===== src/rtl/supmon_pkg.sv =====
package supmon_pkg;
  localparam int unsigned REG_DW = 8;

  // register 0 field positions
  localparam int unsigned IEN_BIT  = 0;
  localparam int unsigned ACK_BIT  = 1;
  localparam int unsigned FLAG_BIT = 6;
  localparam int unsigned STAT_BIT = 7;

  // register 1 field positions
  localparam int unsigned PWRDN_BIT  = 0;
  localparam int unsigned RSTDIS_BIT = 1;

  localparam int unsigned CSR_INDEX = 0;
  localparam int unsigned CFG_INDEX = 1;

  typedef enum logic {
    LV_OK  = 1'b0,
    LV_LOW = 1'b1
  } lv_state_t;

  typedef struct packed {
    logic rstdis;
    logic pwrdn;
  } cfg_t;
endpackage


===== src/rtl/supmon_sync.sv =====
module supmon_sync #(
  parameter int unsigned WIDTH  = 2,
  parameter int unsigned STAGES = 2
) (
  input  logic             clk_i,
  input  logic             rst_ni,
  input  logic [WIDTH-1:0] async_i,
  output logic [WIDTH-1:0] sync_o
);
  logic [WIDTH-1:0] chain_q [STAGES];

  for (genvar g = 0; g < STAGES; g++) begin : g_stage
    if (g == 0) begin : g_first
      always_ff @(posedge clk_i or negedge rst_ni) begin
        if (!rst_ni) chain_q[g] <= '0;
        else         chain_q[g] <= async_i;
      end
    end else begin : g_next
      always_ff @(posedge clk_i or negedge rst_ni) begin
        if (!rst_ni) chain_q[g] <= '0;
        else         chain_q[g] <= chain_q[g-1];
      end
    end
  end

  assign sync_o = chain_q[STAGES-1];
endmodule


===== src/rtl/supmon_hyst.sv =====
module supmon_hyst
  import supmon_pkg::*;
(
  input  logic      clk_i,
  input  logic      rst_ni,
  input  logic      pwrdn_i,
  input  logic      below_i,
  input  logic      above_i,
  output lv_state_t state_q,
  output lv_state_t state_nx,
  output logic      toggle_o
);
  always_comb begin
    state_nx = state_q;
    if (pwrdn_i) begin
      state_nx = LV_OK;
    end else begin
      unique case (state_q)
        LV_OK:   if (below_i) state_nx = LV_LOW;
        LV_LOW:  if (above_i) state_nx = LV_OK;
        default: state_nx = LV_OK;
      endcase
    end
  end

  always_ff @(posedge clk_i or negedge rst_ni) begin
    if (!rst_ni) state_q <= LV_OK;
    else         state_q <= state_nx;
  end

  // a power-down forced clear is not a monitored event
  assign toggle_o = (state_nx != state_q) && !pwrdn_i;
endmodule


===== src/rtl/supmon_rstgen.sv =====
module supmon_rstgen
  import supmon_pkg::*;
(
  input  logic      clk_i,
  input  logic      rst_ni,
  input  cfg_t      cfg_i,
  input  lv_state_t state_nx,
  output logic      lvrst_q,
  output logic      rise_o
);
  logic req_nx;

  assign req_nx = !cfg_i.pwrdn && !cfg_i.rstdis && (state_nx == LV_LOW);
  assign rise_o = req_nx && !lvrst_q;

  always_ff @(posedge clk_i or negedge rst_ni) begin
    if (!rst_ni) lvrst_q <= 1'b0;
    else         lvrst_q <= req_nx;
  end
endmodule


===== src/rtl/supmon_irq.sv =====
module supmon_irq (
  input  logic clk_i,
  input  logic rst_ni,
  input  logic pwrdn_i,
  input  logic toggle_i,
  input  logic ack_wr_i,
  input  logic en_wr_i,
  input  logic en_wdata_i,
  input  logic rst_rise_i,
  input  logic lvrst_i,
  output logic flag_q,
  output logic ien_q,
  output logic irq_o
);
  always_ff @(posedge clk_i or negedge rst_ni) begin
    if (!rst_ni)       flag_q <= 1'b0;
    else if (pwrdn_i)  flag_q <= 1'b0;
    else if (toggle_i) flag_q <= 1'b1;
    else if (ack_wr_i) flag_q <= 1'b0;
  end

  always_ff @(posedge clk_i or negedge rst_ni) begin
    if (!rst_ni)         ien_q <= 1'b0;
    else if (rst_rise_i) ien_q <= 1'b0;
    else if (en_wr_i)    ien_q <= en_wdata_i;
  end

  assign irq_o = flag_q && ien_q && !lvrst_i;
endmodule


===== src/rtl/supmon_regs.sv =====
module supmon_regs
  import supmon_pkg::*;
#(
  parameter int unsigned ADDR_W = 2
) (
  input  logic [ADDR_W-1:0] addr_i,
  input  logic              wr_i,
  input  logic [REG_DW-1:0] wdata_i,
  input  logic              ien_i,
  input  logic              flag_i,
  input  logic              status_i,
  input  cfg_t              cfg_i,
  output logic              en_wr_o,
  output logic              en_wdata_o,
  output logic              ack_wr_o,
  output logic [REG_DW-1:0] rdata_o
);
  localparam logic [ADDR_W-1:0] CSR_A = ADDR_W'(CSR_INDEX);
  localparam logic [ADDR_W-1:0] CFG_A = ADDR_W'(CFG_INDEX);

  logic csr_sel;
  logic cfg_sel;
  logic wdata_unused;

  assign csr_sel      = (addr_i == CSR_A);
  assign cfg_sel      = (addr_i == CFG_A);
  assign en_wr_o      = wr_i && csr_sel;
  assign en_wdata_o   = wdata_i[IEN_BIT];
  assign ack_wr_o     = wr_i && csr_sel && wdata_i[ACK_BIT];
  assign wdata_unused = ^wdata_i;

  always_comb begin
    rdata_o = '0;
    if (csr_sel) begin
      rdata_o[IEN_BIT]  = ien_i;
      rdata_o[FLAG_BIT] = flag_i;
      rdata_o[STAT_BIT] = status_i;
    end else if (cfg_sel) begin
      rdata_o[PWRDN_BIT]  = cfg_i.pwrdn;
      rdata_o[RSTDIS_BIT] = cfg_i.rstdis;
    end
  end
endmodule


===== src/rtl/supmon_ctrl.sv =====
module supmon_ctrl
  import supmon_pkg::*;
#(
  parameter int unsigned ADDR_W      = 2,
  parameter int unsigned SYNC_STAGES = 2
) (
  input  logic              clk_i,
  input  logic              rst_ni,
  input  logic              below_fall_i,
  input  logic              above_rise_i,
  input  logic              cfg_pwrdn_i,
  input  logic              cfg_rstdis_i,
  input  logic [ADDR_W-1:0] reg_addr_i,
  input  logic              reg_wr_i,
  input  logic [7:0]        reg_wdata_i,
  output logic [7:0]        reg_rdata_o,
  output logic              irq_o,
  output logic              lvrst_o
);
  cfg_t      cfg;
  logic      below_s, above_s;
  lv_state_t mon_state, mon_state_nx;
  logic      toggle, rst_rise, status_bit;
  logic      flag_q, ien_q;
  logic      en_wr, en_wdata, ack_wr;

  assign cfg.pwrdn  = cfg_pwrdn_i;
  assign cfg.rstdis = cfg_rstdis_i;

  supmon_sync #(.WIDTH(2), .STAGES(SYNC_STAGES)) u_sync (
    .clk_i  (clk_i),
    .rst_ni (rst_ni),
    .async_i({above_rise_i, below_fall_i}),
    .sync_o ({above_s, below_s})
  );

  supmon_hyst u_hyst (
    .clk_i   (clk_i),
    .rst_ni  (rst_ni),
    .pwrdn_i (cfg.pwrdn),
    .below_i (below_s),
    .above_i (above_s),
    .state_q (mon_state),
    .state_nx(mon_state_nx),
    .toggle_o(toggle)
  );

  supmon_rstgen u_rstgen (
    .clk_i   (clk_i),
    .rst_ni  (rst_ni),
    .cfg_i   (cfg),
    .state_nx(mon_state_nx),
    .lvrst_q (lvrst_o),
    .rise_o  (rst_rise)
  );

  supmon_irq u_irq (
    .clk_i     (clk_i),
    .rst_ni    (rst_ni),
    .pwrdn_i   (cfg.pwrdn),
    .toggle_i  (toggle),
    .ack_wr_i  (ack_wr),
    .en_wr_i   (en_wr),
    .en_wdata_i(en_wdata),
    .rst_rise_i(rst_rise),
    .lvrst_i   (lvrst_o),
    .flag_q    (flag_q),
    .ien_q     (ien_q),
    .irq_o     (irq_o)
  );

  assign status_bit = (mon_state == LV_LOW);

  supmon_regs #(.ADDR_W(ADDR_W)) u_regs (
    .addr_i    (reg_addr_i),
    .wr_i      (reg_wr_i),
    .wdata_i   (reg_wdata_i),
    .ien_i     (ien_q),
    .flag_i    (flag_q),
    .status_i  (status_bit),
    .cfg_i     (cfg),
    .en_wr_o   (en_wr),
    .en_wdata_o(en_wdata),
    .ack_wr_o  (ack_wr),
    .rdata_o   (reg_rdata_o)
  );
endmodule


===== config.mk =====
export PLATFORM = sky130hd
export DESIGN_NAME = supmon_ctrl
export DESIGN_NICKNAME = d
export VERILOG_FILES = /design/src/rtl/supmon_pkg.sv /design/src/rtl/supmon_sync.sv /design/src/rtl/supmon_hyst.sv /design/src/rtl/supmon_rstgen.sv /design/src/rtl/supmon_irq.sv /design/src/rtl/supmon_regs.sv /design/src/rtl/supmon_ctrl.sv
export SDC_FILE = /design/constraint.sdc
export NUM_CORES = 1
export LEC_CHECK = 0
export ABC_AREA = 1
export BUFFER_PORTS_ARGS = -buffer_cell sky130_fd_sc_hd__buf_2
export CAP_MARGIN = 20
export CORE_MARGIN = 2
export CORE_UTILIZATION = 26
export CTS_CLUSTER_DIAMETER = 50
export DETAILED_ROUTE_END_ITERATION = 6
export SLEW_MARGIN = 30
export SYNTH_ARGS = -nofsm -noshare
export SYNTH_HDL_FRONTEND = slang
export SYNTH_SLANG_ARGS = --single-unit

===== constraint.sdc =====
create_clock -name clk_i -period 1.3 [get_ports clk_i]
set_input_delay 0.26 -clock clk_i [delete_from_list [all_inputs] [get_ports clk_i]]
set_output_delay 0.26 -clock clk_i [all_outputs]
set_load 0.03 [all_outputs]

* After elaboration in Yosys (flattened, before gate mapping)
Cells that the tools add are included.
Storage, ports and cells: input port bits 17, register bits after elaboration 8
Operators by class: bitwise operators 1, muxes and demuxes 13, reduce and logical (&&, ||, !) cells 14, equal/unequal tests 2
Operators with widths (number):
- 1-bit 2-to-1 mux | 10
- 1-bit logical AND | 8
- 2-bit 2-to-1 mux | 2
- 1-bit logical NOT | 3
- 3-bit nonzero test | 1
- 2-bit by 1-bit == test with 1-bit output (second input constant) | 1
- 2-bit logical NOT | 1
- 1-bit case mux with 2 select lines | 1
- 2-bit nonzero test | 1
- 1-bit inequality test | 1
- 1-bit NOT | 1

* Depth between registers and ports, before layout
Gate-level depths: netlist of the first run.
depth after elaboration 7, gate-level depth with buffers 6

* Hierarchy
A second synthesis of the first run with hierarchy kept.
Second synthesis, totals: cell total of the unflattened synthesis 53, area, all modules 419.2 um2
Modules (own cells, without submodules):
- supmon_sync | cells an instance 6, area an instance 115.1 um2, instances 1, sequential area each 100.1 um2
- supmon_regs | cells an instance 21, area an instance 105.1 um2, instances 1, sequential area each 0.0 um2
- supmon_irq | cells an instance 12, area an instance 96.3 um2, instances 1, sequential area each 50.0 um2
- supmon_hyst | cells an instance 9, area an instance 60.1 um2, instances 1, sequential area each 25.0 um2
- supmon_rstgen | cells an instance 5, area an instance 42.5 um2, instances 1, sequential area each 25.0 um2

* Least setup slack after synthesis of the first run
Ideal clock, no wire load.
path type register to output, start point register u_rstgen.lvrst_q, end point output irq_o, path buffers 0, stages on the path, launching flop included 2, slack -0.189 ns, data required time 1.040 ns, data arrival time 1.229 ns, path through dfrtp_1 nor3_1
Between the ends: word-level cells in the longest chain between the ends 2
Ends and longest elaborated chain:
- start: declaration | RTL line supmon_rstgen.sv:8 | output logic lvrst_q,
- start signal: assignment | RTL line supmon_rstgen.sv:18 | else lvrst_q <= req_nx;
- 1-bit logical NOT | RTL line supmon_irq.sv:28 | assign irq_o = flag_q && ien_q && !lvrst_i;
- 1-bit logical AND | RTL line supmon_irq.sv:28
- end: declaration | RTL line supmon_ctrl.sv:17 | output logic irq_o,
No other way between the ends.

* Worst setup path in the final report of the first run
start point register u_irq.flag_q, end point output irq_o
Between the ends: word-level cells in the longest chain between the ends 2
Ends and longest elaborated chain:
- start: declaration | RTL line supmon_irq.sv:11 | output logic flag_q,
- start signal: assignment | RTL line supmon_irq.sv:16 | if (!rst_ni) flag_q <= 1'b0;
- start signal: assignment | RTL line supmon_irq.sv:17 | else if (pwrdn_i) flag_q <= 1'b0;
- start signal: assignment | RTL line supmon_irq.sv:18 | else if (toggle_i) flag_q <= 1'b1;
- 1-bit logical AND (2 in a row) | RTL line supmon_irq.sv:28
No other way between the ends.

==> results.md, run 1 <==
- Buffer and inverter count on the worst path: 2
- Count of endpoints failing hold in the final timing report: 0
- Total Routing Usage GR: 0.08826
- Antenna violations before repair: 0
- Antenna cells: 0
- Most common cell after layout, fill and taps aside: sky130_fd_sc_hd__buf_2
- CP Class: flip-flop to output pin
- Die width: 42.87 um
- Length of the first detailed-routing pass in iterations: 3
- Critical path startpoint: u_irq.flag_q
- Insertion delay of the later-clocked pin in the worst-skew pair: 0.24 ns
- Total via count after detailed routing: 332
- Flop2flop setup slack: 0.29 ns
- H-tree depth: 1
- Antenna violation net count after detailed routing: 0
- Critical register-to-register path startpoint: u_hyst.state_q
- Bufs on Longest Clock Path: 2
- Wire length of the first global-routing pass: 1221 um
- Starting density of the core: 0.2702
- Count of final max-slew check failures: 0
- Clock transition time at the flip-flop clock pins of the worst setup and hold paths: 0.05 ns
- Synthesis warning total: 0
- TritonCTS clock tree: yes
- Die ar.: 1838 um2
- Critical path's largest stage delay: 0.35 ns
- Power per cell area: 1090 nW/um2
- Area Overhead vs Synth: 35.35%
- Worst-path cell chain: inv_2 -> nor3_2 -> buf_4
- Number of filler cells placed in the layout: 141
- IR Drop Worst-Case VDD: 0.7723 mV
- Maximum operating frequency: 807.5 MHz
- Placed wire-length estimate after detailed placement: 559.2 um
- WL/cell: 8.220 um
- Worst endpoint required time: 1.04 ns
- Largest net degree at the start of global routing: 9
- Remaining Overflow, GRT: 0
- Detailed-route wire length: 674 um
- Final worst slack: 0.06156 ns
- Crit end category: output pin
- GP Congestion: 0.7411
- Time the worst path needs with I/O delays and setup: 1.238 ns
- CORE AREA: 1454 um2
- Via density: 4.049
- Placed Cells: 76
- Unique masters post-synth: 14
- Type of element launching the critical path: flip-flop
- Overall die height: 42.87 um
- Leakage: 0.2999 nW
- Number of storage elements in the synthesis netlist: 8
- Hold path startpoint: above_rise_i
- Worst min-delay path category: input pin to flip-flop
- Hold Slack: 0.1247 ns
- Placement row count: 14
- Vias in the first global route: 310
- Cell Count, Final, Fillers Out: 82
- Root Driver: sky130_fd_sc_hd__clkbuf_4
- Final Skew: 0.004746 ns
- Top-Level Pins: 27
- Syn_area_per_cell: 8.731 um2
- CTS Sinks: 8
- DRC violations left: 0
- Library cell contributing the largest single delay on the critical path: sky130_fd_sc_hd__dfrtp_1
- Cell family with the largest share of critical-path delay: flip-flops
- Data arrival time of the worst path: 0.98 ns
- RSZ-0062 raised after global routing: yes
- Seq/Total Area, Yosys: 0.5096
- Count of input and output buffers: 16
- Commonest non-fill, non-tap cells in the layout: sky130_fd_sc_hd__buf_2, sky130_fd_sc_hd__inv_1, sky130_fd_sc_hd__dfrtp_1
- Cell count after synthesis: 45
- Total CTS buffers: 3
- Post-Place Worst Slack: 0.1333 ns
- Final #Nets: 85
- Fraction of layout cells with a size suffix above 1: 0.4394
- Crit path max fanout: 2
- Synthesized cell area: 392.9 um2
- Status: completed
- Violation count after the first detailed-route iteration: 5
- Max-capacitance violation count: 0
- Final count of negative-setup-slack endpoints: 0
- Final worst path period share: 0.9526
## layer usage
metal | part of all wire | GRT usage | vias up | routed length (um)
met5 | 0 | 0 | - | 0
met4 | 0 | 0 | 0 | 0
met3 | 0.12 | 0.05106 | 0 | 79
met2 | 0.46 | 0.1485 | 19 | 312
met1 | 0.42 | 0.1032 | 143 | 282
li1 | - | - | 170 | -
## Yosys cell counts
master	instances	share of area
sky130_fd_sc_hd__nor3_1	2	0.025
sky130_fd_sc_hd__a21oi_1	2	0.025
sky130_fd_sc_hd__nor2_2	1	0.016
sky130_fd_sc_hd__nor2_1	3	0.029
sky130_fd_sc_hd__o22ai_1	1	0.016
sky130_fd_sc_hd__nor2_4	2	0.057
sky130_fd_sc_hd__nand2_1	6	0.057
sky130_fd_sc_hd__buf_4	4	0.076
sky130_fd_sc_hd__nand3_1	2	0.025
sky130_fd_sc_hd__dfrtp_1	8	0.51
sky130_fd_sc_hd__conb_1	1	0.0095
sky130_fd_sc_hd__nand3_2	1	0.025
sky130_fd_sc_hd__nand2_2	2	0.032
sky130_fd_sc_hd__inv_1	10	0.096
## kinds of logic (layout without fill, tap and decap cells)
logic type / after synthesis / after routing / share of synthesized area
flops: 8 / 8 / 0.5095
buf+inv: 14 / 32 / 0.1720
compound gates: 3 / 3 / 0.04141
other cells: 1 / 4 / 0.009545
simple gates: 19 / 19 / 0.2675
## final cells by class
class	count	area [um2]	share of cell area
Tap cell	16	20.02	0.03765
Timing Repair Buffer	19	110.1	0.2071
Inverter	10	37.54	0.07059
Sequential cell	8	200.2	0.3765
Clock buffer	3	22.52	0.04235
Multi-Input combinational cell	26	141.4	0.2659
## report_power, final
part | leakage, nW | internal, mW | total [mW] | switching (mW)
clock | 0.0138 | 0.105 | 0.177 | 0.0719
sequential | 0.0985 | 0.267 | 0.276 | 0.00949
combinational | 0.188 | 0.0456 | 0.127 | 0.0809
## flip-flops by register name, summed over array words and instances, names as in the netlist
signal	count
u_irq.flag_q	1
u_hyst.state_q	1
u_rstgen.lvrst_q	1
u_sync.chain_q	2
u_irq.ien_q	1
u_sync.sync_o	2
## through the flow
step | utilization | cell area, um2 | setup TNS (ns) | power, mW
global placement | 0.3296 | 479.2 | 0 | 0.3932
global route | 0.3657 | 531.8 | -0.04173 | 0.6230
finish | 0.3657 | 531.8 | 0 | 0.5795
floorplan | - | 409.1 | 0 | 0.3653
detailed placement | 0.3296 | 479.2 | 0 | 0.3954
CTS | 0.3520 | 511.7 | 0 | 0.5784
## repair_timing
action / in CTS / in global routing
resized for setup: 0 / 5
endpoints found under the hold margin: 8 / 0
buffers inserted: 0 / 2
endpoints found under the setup margin: 0 / 4
hold buffers: 1 / 0
## final timing paths
kind / to / cells after the start
hold reg to reg: u_sync.sync_o[1] / 0
min in group asynchronous: u_rstgen.lvrst_q / 2
max in group asynchronous: u_sync.chain_q[3] / 2
setup / recovery: irq_o / 3
setup reg to reg: u_irq.ien_q / 7
hold / removal: u_sync.chain_q[3] / 1
No activity file was read; power rests on OpenSTA's default activity.
==> run 2, diff against run 1 <==
--- a/config.mk
+++ b/config.mk
@@ -12,6 +12,7 @@
 export CORE_UTILIZATION = 26
 export CTS_CLUSTER_DIAMETER = 50
 export DETAILED_ROUTE_END_ITERATION = 6
+export PLACE_DENSITY = 0.63
 export SLEW_MARGIN = 30
 export SYNTH_ARGS = -nofsm -noshare
 export SYNTH_HDL_FRONTEND = slang
==> run 2 against run 1 <==
Sequential power hardly changed. Highest routed layer is now met4. Core utilization is 0.086 points higher. Hold slack worse by 0.0077 ns. Largest power group unchanged.
==> results.md, run 2 (synthesis gave the netlist of run 1 again) <==
- Fraction of layout cells with a size suffix above 1: 0.4308 (was 0.4394)
- RSZ-0062 raised after global routing: yes (unchanged)
- Length of the first detailed-routing pass in iterations: 3 (unchanged)
- Total Power: 0.5830 mW (was 0.5795 mW)
- Count of final max-slew check failures: 0 (unchanged)
- Switching share of power: 0.2867 (was 0.2801)
- Antenna cells: 0 (unchanged)
- Insertion delay of the later-clocked pin in the worst-skew pair: 0.25 ns (was 0.24 ns)
- Die ar.: 1838 um2 (unchanged)
- R2R depth: 6 (was 7)
- Library cell contributing the largest single delay on the critical path: sky130_fd_sc_hd__dfrtp_1 (unchanged)
- H-tree depth: 1 (unchanged)
- Clock share of power: 0.311 (was 0.305)
- Final worst slack: 0.04713 ns (was 0.06156 ns)
- Max-capacitance violation count: 0 (unchanged)
- Data arrival time of the worst path: 0.99 ns (was 0.98 ns)
- Final worst path period share: 0.9637 (was 0.9526)
- Most common cell after layout, fill and taps aside: sky130_fd_sc_hd__buf_2 (unchanged)
- GP Congestion: 0.6722 (was 0.7411)
- Crit path depth: 2 (was 3)
- Vias in the first global route: 293 (was 310)
- Critical path's largest stage delay: 0.39 ns (was 0.35 ns)
- Part of the total power dissipated in sequential elements: 0.473 (was 0.477)
- Detailed-route wire length: 712 um (was 674 um)
- Antenna violation net count after detailed routing: 0 (unchanged)
- Largest net degree at the start of global routing: 9 (unchanged)
- Crit end category: output pin (unchanged)
- Final Skew: 0.001338 ns (was 0.004746 ns)
- TritonCTS clock tree: yes (unchanged)
- Remaining Overflow, GRT: 0 (unchanged)
- Count of endpoints failing hold in the final timing report: 0 (unchanged)
- Endpoint of the worst-slack reg-to-reg timing path: u_irq.ien_q (unchanged)
- Root Driver: sky130_fd_sc_hd__clkbuf_4 (unchanged)
- Worst-case hold path end point: u_sync.chain_q[2] (was u_sync.chain_q[3])
- CORE AREA: 1454 um2 (unchanged)
- Post-Place Worst Slack: 0.1352 ns (was 0.1333 ns)
- Critical register-to-register path startpoint: u_hyst.state_q (unchanged)
- Antenna violations before repair: 0 (unchanged)
- Top-Level Pins: 27 (unchanged)
- Total via count after detailed routing: 331 (was 332)
- Placed wire-length estimate after detailed placement: 563.7 um (was 559.2 um)
- Count of input and output buffers: 16 (unchanged)
- Worst min-delay path category: input pin to flip-flop (unchanged)
- CP Class: flip-flop to output pin (unchanged)
- Flop2flop setup slack: 0.35 ns (was 0.29 ns)
- Placement row count: 14 (unchanged)
- Via density: 4.086 (was 4.049)
- Part of the total power dissipated in combinational logic: 0.216 (was 0.218)
- Crit path max fanout: 3 (was 2)
- Worst endpoint required time: 1.04 ns (about the same)
- Clock transition time at the flip-flop clock pins of the worst setup and hold paths: 0.05 ns (about the same)
- Total Routing Usage GR: 0.08407 (was 0.08826)
- Commonest non-fill, non-tap cells in the layout: sky130_fd_sc_hd__buf_2, sky130_fd_sc_hd__inv_1, sky130_fd_sc_hd__dfrtp_1 (unchanged)
- Buffer and inverter count on the worst path: 1 (was 2)
- Leakage: 0.2976 nW (was 0.2999 nW)
- Hold path depth: 1 (unchanged)
- Die width: 42.87 um (unchanged)
- DRC violations left: 0 (unchanged)
- Type of element launching the critical path: flip-flop (unchanged)
- Wire length of the first global-routing pass: 1117 um (was 1221 um)
- Time the worst path needs with I/O delays and setup: 1.253 ns (was 1.238 ns)
- Net switching component of the power: 0.1671 mW (was 0.1623 mW)
- Internal power: 0.4159 mW (was 0.4171 mW)
- Worst-path cell chain: nor3_2 -> buf_4 (was inv_2 -> nor3_2 -> buf_4)
- Hold path startpoint: below_fall_i (was above_rise_i)
- Maximum operating frequency: 798.2 MHz (was 807.5 MHz)
- Cell Count, Final, Fillers Out: 81 (was 82)
- Starting density of the core: 0.2702 (unchanged)
- Status: completed (unchanged)
- CTS Sinks: 8 (unchanged)
- Violation count after the first detailed-route iteration: 2 (was 5)
- Final count of negative-setup-slack endpoints: 0 (unchanged)
- Overall die height: 42.87 um (unchanged)
- Final #Nets: 84 (was 85)
- Placed Cells: 76 (unchanged)
- IR Drop Worst-Case VDD: 0.4751 mV (was 0.7723 mV)
- Total CTS buffers: 3 (unchanged)
- Area Overhead vs Synth: 35.67% (was 35.35%)
- Bufs on Longest Clock Path: 2 (unchanged)
- WL/cell: 8.790 um (was 8.220 um)
- Power per cell area: 1094 nW/um2 (was 1090 nW/um2)
- Cell family with the largest share of critical-path delay: flip-flops (unchanged)
## run 2: power groups by stage
stage / clock network (mW) / logic, mW / registers, mW
6_report: 0.181 / 0.126 / 0.276
5_1_grt: 0.202 / 0.139 / 0.277
4_1_cts: 0.191 / 0.118 / 0.276
3_5_place_dp: 0 / 0.115 / 0.280
3_3_place_gp: 0 / 0.114 / 0.280
2_1_floorplan: 0 / 0.0831 / 0.282
## run 2: stage by stage
| step | utilization | hold WS, ns | area [um2] | TNS [ns] |
|---|---|---|---|---|
| 2_1_floorplan | - | -0.03559 | 409.1 | 0 |
| 3_3_place_gp | 0.3296 | 0.1064 | 479.2 | 0 |
| 3_5_place_dp | 0.3296 | 0.1088 | 479.2 | 0 |
| 4_1_cts | 0.3520 | 0.1093 | 511.7 | 0 |
| 5_1_grt | 0.3666 | 0.1046 | 533.0 | -0.03156 |
| 6_report | 0.3666 | 0.1170 | 533.0 | 0 |
## run 2: cell type report
class                           instances  area, um2
Sequential cell                         8      200.2
Inverter                               10      37.54
Clock buffer                            3      22.52
Tap cell                               16      20.02
Timing Repair Buffer                   18      105.1
Fill cell                             158      920.9
Multi-Input combinational cell         26      147.6
## run 2: timing repair
action                                  4_1_cts  5_1_grt
setup buffers                                 0        1
endpoints found under the hold margin         8        0
gates resized for setup                       0        6
hold buffers                                  1        0
endpoints found under the setup margin        0        3
## run 2: worst max-delay path by stage
stage	startpoint	end	slack (ns)
after floorplan	u_rstgen.lvrst_q	irq_o	0.05
after global placement	reg_addr_i[1]	reg_rdata_o[0]	0.13
after detailed placement	reg_addr_i[1]	reg_rdata_o[0]	0.14
after CTS	u_rstgen.lvrst_q	irq_o	0.006
after global routing	u_rstgen.lvrst_q	irq_o	-0.03
final	u_rstgen.lvrst_q	irq_o	0.05
## run 2: routing by layer
| metal | vias to the layer above | GRT usage | share of wire |
|---|---|---|---|
| met5 | - | 0 | 0 |
| met4 | 0 | 0.07500 | 0.021 |
| met3 | 2 | 0.01702 | 0.060 |
| met2 | 12 | 0.1182 | 0.50 |
| met1 | 150 | 0.1067 | 0.41 |
| li1 | 167 | - | - |
==> run 3, diff against run 2 <==
--- a/config.mk
+++ b/config.mk
@@ -8,11 +8,13 @@
 export ABC_AREA = 1
 export BUFFER_PORTS_ARGS = -buffer_cell sky130_fd_sc_hd__buf_2
 export CAP_MARGIN = 20
+export CELL_PAD_IN_SITES_DETAIL_PLACEMENT = 2
+export CELL_PAD_IN_SITES_GLOBAL_PLACEMENT = 2
 export CORE_MARGIN = 2
-export CORE_UTILIZATION = 26
+export CORE_UTILIZATION = 21
 export CTS_CLUSTER_DIAMETER = 50
 export DETAILED_ROUTE_END_ITERATION = 6
-export PLACE_DENSITY = 0.63
+export PLACE_DENSITY = 0.86
 export SLEW_MARGIN = 30
 export SYNTH_ARGS = -nofsm -noshare
 export SYNTH_HDL_FRONTEND = slang
==> run 3 against run 2 <==
Non-clock buffer count is 3 higher. Routed wire length is 31% higher. Critical path type unchanged. Critical endpoint is now reg_rdata_o[0]. Sequential power hardly changed. Clock power is 3% higher. Via count is 8.8% higher.
==> results.md, run 3 (synthesis gave the netlist of run 1 again) <==
- Fraction of layout cells with a size suffix above 1: 0.4412 (was 0.4308)
- Total CTS buffers: 3 (unchanged)
- Bufs on Longest Clock Path: 2 (unchanged)
- Final worst path period share: 0.9529 (was 0.9637)
- Detailed-route wire length: 933 um (was 712 um)
- Critical register-to-register path startpoint: u_hyst.state_q (unchanged)
- RSZ-0062 raised after global routing: yes (unchanged)
- Library cell contributing the largest single delay on the critical path: sky130_fd_sc_hd__dfrtp_1 (unchanged)
- Area Overhead vs Synth: 42.04% (was 35.67%)
- Total via count after detailed routing: 360 (was 331)
- Final count of negative-setup-slack endpoints: 0 (unchanged)
- Placement row count: 15 (was 14)
- Critical path startpoint: u_irq.ien_q (was u_rstgen.lvrst_q)
- Worst-path cell chain: inv_1 -> o22ai_1 -> buf_4 (was nor3_2 -> buf_4)
- CORE AREA: 1745 um2 (was 1454 um2)
- GP Congestion: 0.6861 (was 0.6722)
- Hold path startpoint: below_fall_i (unchanged)
- Length of the first detailed-routing pass in iterations: 2 (was 3)
- Top-Level Pins: 27 (unchanged)
- Buffer and inverter count on the worst path: 2 (was 1)
- H-tree depth: 1 (unchanged)
- Insertion delay of the later-clocked pin in the worst-skew pair: 0.25 ns (about the same)
- Power per cell area: 1075 nW/um2 (was 1094 nW/um2)
- Starting density of the core: 0.2251 (was 0.2702)
- Worst endpoint required time: 1.04 ns (about the same)
- WL/cell: 10.03 um (was 8.790 um)
- CP Class: flip-flop to output pin (unchanged)
- Die width: 47.26 um (was 42.87 um)
- Maximum operating frequency: 807.3 MHz (was 798.2 MHz)
- Violation count after the first detailed-route iteration: 2 (unchanged)
- Root Driver: sky130_fd_sc_hd__clkbuf_4 (unchanged)
- CTS Sinks: 8 (unchanged)
- Status: completed (unchanged)
- Time the worst path needs with I/O delays and setup: 1.239 ns (was 1.253 ns)
- Data arrival time of the worst path: 0.98 ns (was 0.99 ns)
- TritonCTS clock tree: yes (unchanged)
- Number of filler cells placed in the layout: 210 (was 158)
- Most common cell after layout, fill and taps aside: sky130_fd_sc_hd__buf_2 (unchanged)
- Type of element launching the critical path: flip-flop (unchanged)
- Die ar.: 2233 um2 (was 1838 um2)
- Wire length of the first global-routing pass: 1545 um (was 1117 um)
- Vias in the first global route: 359 (was 293)
- Clock transition time at the flip-flop clock pins of the worst setup and hold paths: 0.06 ns (was 0.05 ns)
- Overall die height: 47.26 um (was 42.87 um)
- Crit end category: output pin (unchanged)
- Max-capacitance violation count: 0 (unchanged)
- Via density: 3.871 (was 4.086)
- Count of final max-slew check failures: 0 (unchanged)
- Leakage: 0.3120 nW (was 0.2976 nW)
- Cell family with the largest share of critical-path delay: flip-flops (unchanged)
- Antenna violations before repair: 0 (unchanged)
- Crit path max fanout: 2 (was 3)
- Remaining Overflow, GRT: 0 (unchanged)
- DRC violations left: 0 (unchanged)
- Final #Nets: 87 (was 84)
- Placed wire-length estimate after detailed placement: 765.8 um (was 563.7 um)
- Summed area of non-filler cells in the final layout: 558.0 um2 (was 533.0 um2)
- Critical path's largest stage delay: 0.34 ns (was 0.39 ns)
- Count of endpoints failing hold in the final timing report: 0 (unchanged)
- Setup tns final: 0 ns (unchanged)
- Commonest non-fill, non-tap cells in the layout: sky130_fd_sc_hd__buf_2, sky130_fd_sc_hd__inv_1, sky130_fd_sc_hd__dfrtp_1 (unchanged)
- Antenna cells: 0 (unchanged)
- Count of input and output buffers: 16 (unchanged)
- Dpl cell area: 490.5 um2 (was 479.2 um2)
- Total Routing Usage GR: 0.1049 (was 0.08407)
- Largest net degree at the start of global routing: 9 (unchanged)
- Final Skew: 0.004755 ns (was 0.001338 ns)
- IR Drop Worst-Case VDD: 0.5200 mV (was 0.4751 mV)
- Worst min-delay path category: input pin to flip-flop (unchanged)
- Antenna violation net count after detailed routing: 0 (unchanged)
[run 3: cell count changes in the layout (fill, tap and decap cells not counted)]
cell,previous run,this run
sky130_fd_sc_hd__buf_4,3,6
sky130_fd_sc_hd__buf_2,13,14
sky130_fd_sc_hd__clkbuf_4,4,3
sky130_fd_sc_hd__o22ai_1,0,1
sky130_fd_sc_hd__o22ai_2,1,0
[run 3: through the flow]
step,worst slack (ns),power (mW),hold slack (ns),util,cells
after floorplan,0.05232,0.3653,-0.03559,-,48
after global placement,0.1165,0.3948,0.1111,0.2810,85
after detailed placement,0.1024,0.4004,0.1188,0.2810,85
after CTS,0.0008218,0.6066,0.09736,0.3054,90
after global routing,-0.01483,0.6459,0.1016,0.3197,93
final,0.06124,0.5999,0.1128,0.3197,93
[run 3: repair_timing]
| action | CTS | global route |
|---|---|---|
| hold buffers | 1 | 0 |
| resized for setup | 1 | 2 |
| pin swaps | 0 | 1 |
| setup endpoints to repair | 2 | 2 |
| buffers inserted | 1 | 3 |
| endpoints found under the hold margin | 8 | 0 |
[run 3: final timing paths]
kind	cells past startpoint	to	slack, ns
max reg2reg	7	u_irq.ien_q	0.29
max	3	reg_rdata_o[0]	0.06
max in group asynchronous	2	u_irq.flag_q	0.74
min reg2reg	0	u_sync.sync_o[1]	0.36
min	1	u_sync.chain_q[2]	0.11
min in group asynchronous	2	u_sync.chain_q[2]	0.38
[run 3: final cells by class]
| cell class | count | area [um2] | area share |
|---|---|---|---|
| clock buffer | 3 | 22.52 | 0.04036 |
| timing repair buffer | 21 | 125.1 | 0.2242 |
| inverter | 10 | 37.54 | 0.06726 |
| tap | 25 | 31.28 | 0.05605 |
| multi-input combinational | 26 | 141.4 | 0.2534 |
| sequential | 8 | 200.2 | 0.3587 |
[run 3: routing by layer]
layer  vias to the layer above  part of all wire  GRT usage
met4                         0            0.0043    0.06667
li1                        172                 -          -
met3                         2             0.065    0.03846
met5                         -                 0          0
met2                        16              0.51     0.1649
met1                       170              0.42     0.1192
[run 3: worst reg2reg max path, stage by stage, from the launching register on]
cell                      delay (ns)
sky130_fd_sc_hd__dfrtp_1        0.39
sky130_fd_sc_hd__buf_4          0.15
sky130_fd_sc_hd__nand2_2        0.06
sky130_fd_sc_hd__nand2_2        0.07
sky130_fd_sc_hd__nor2_4         0.10
sky130_fd_sc_hd__nand3_2        0.06
sky130_fd_sc_hd__nand2_1        0.06
sky130_fd_sc_hd__inv_1          0.03
[run 3: report_power, final]
group | leakage, nW | internal (mW) | switching, mW
combinational | 0.200 | 0.0523 | 0.0866
clock | 0.0138 | 0.105 | 0.0804
sequential | 0.0985 | 0.266 | 0.00881
total | 0.312 | 0.424 | 0.176
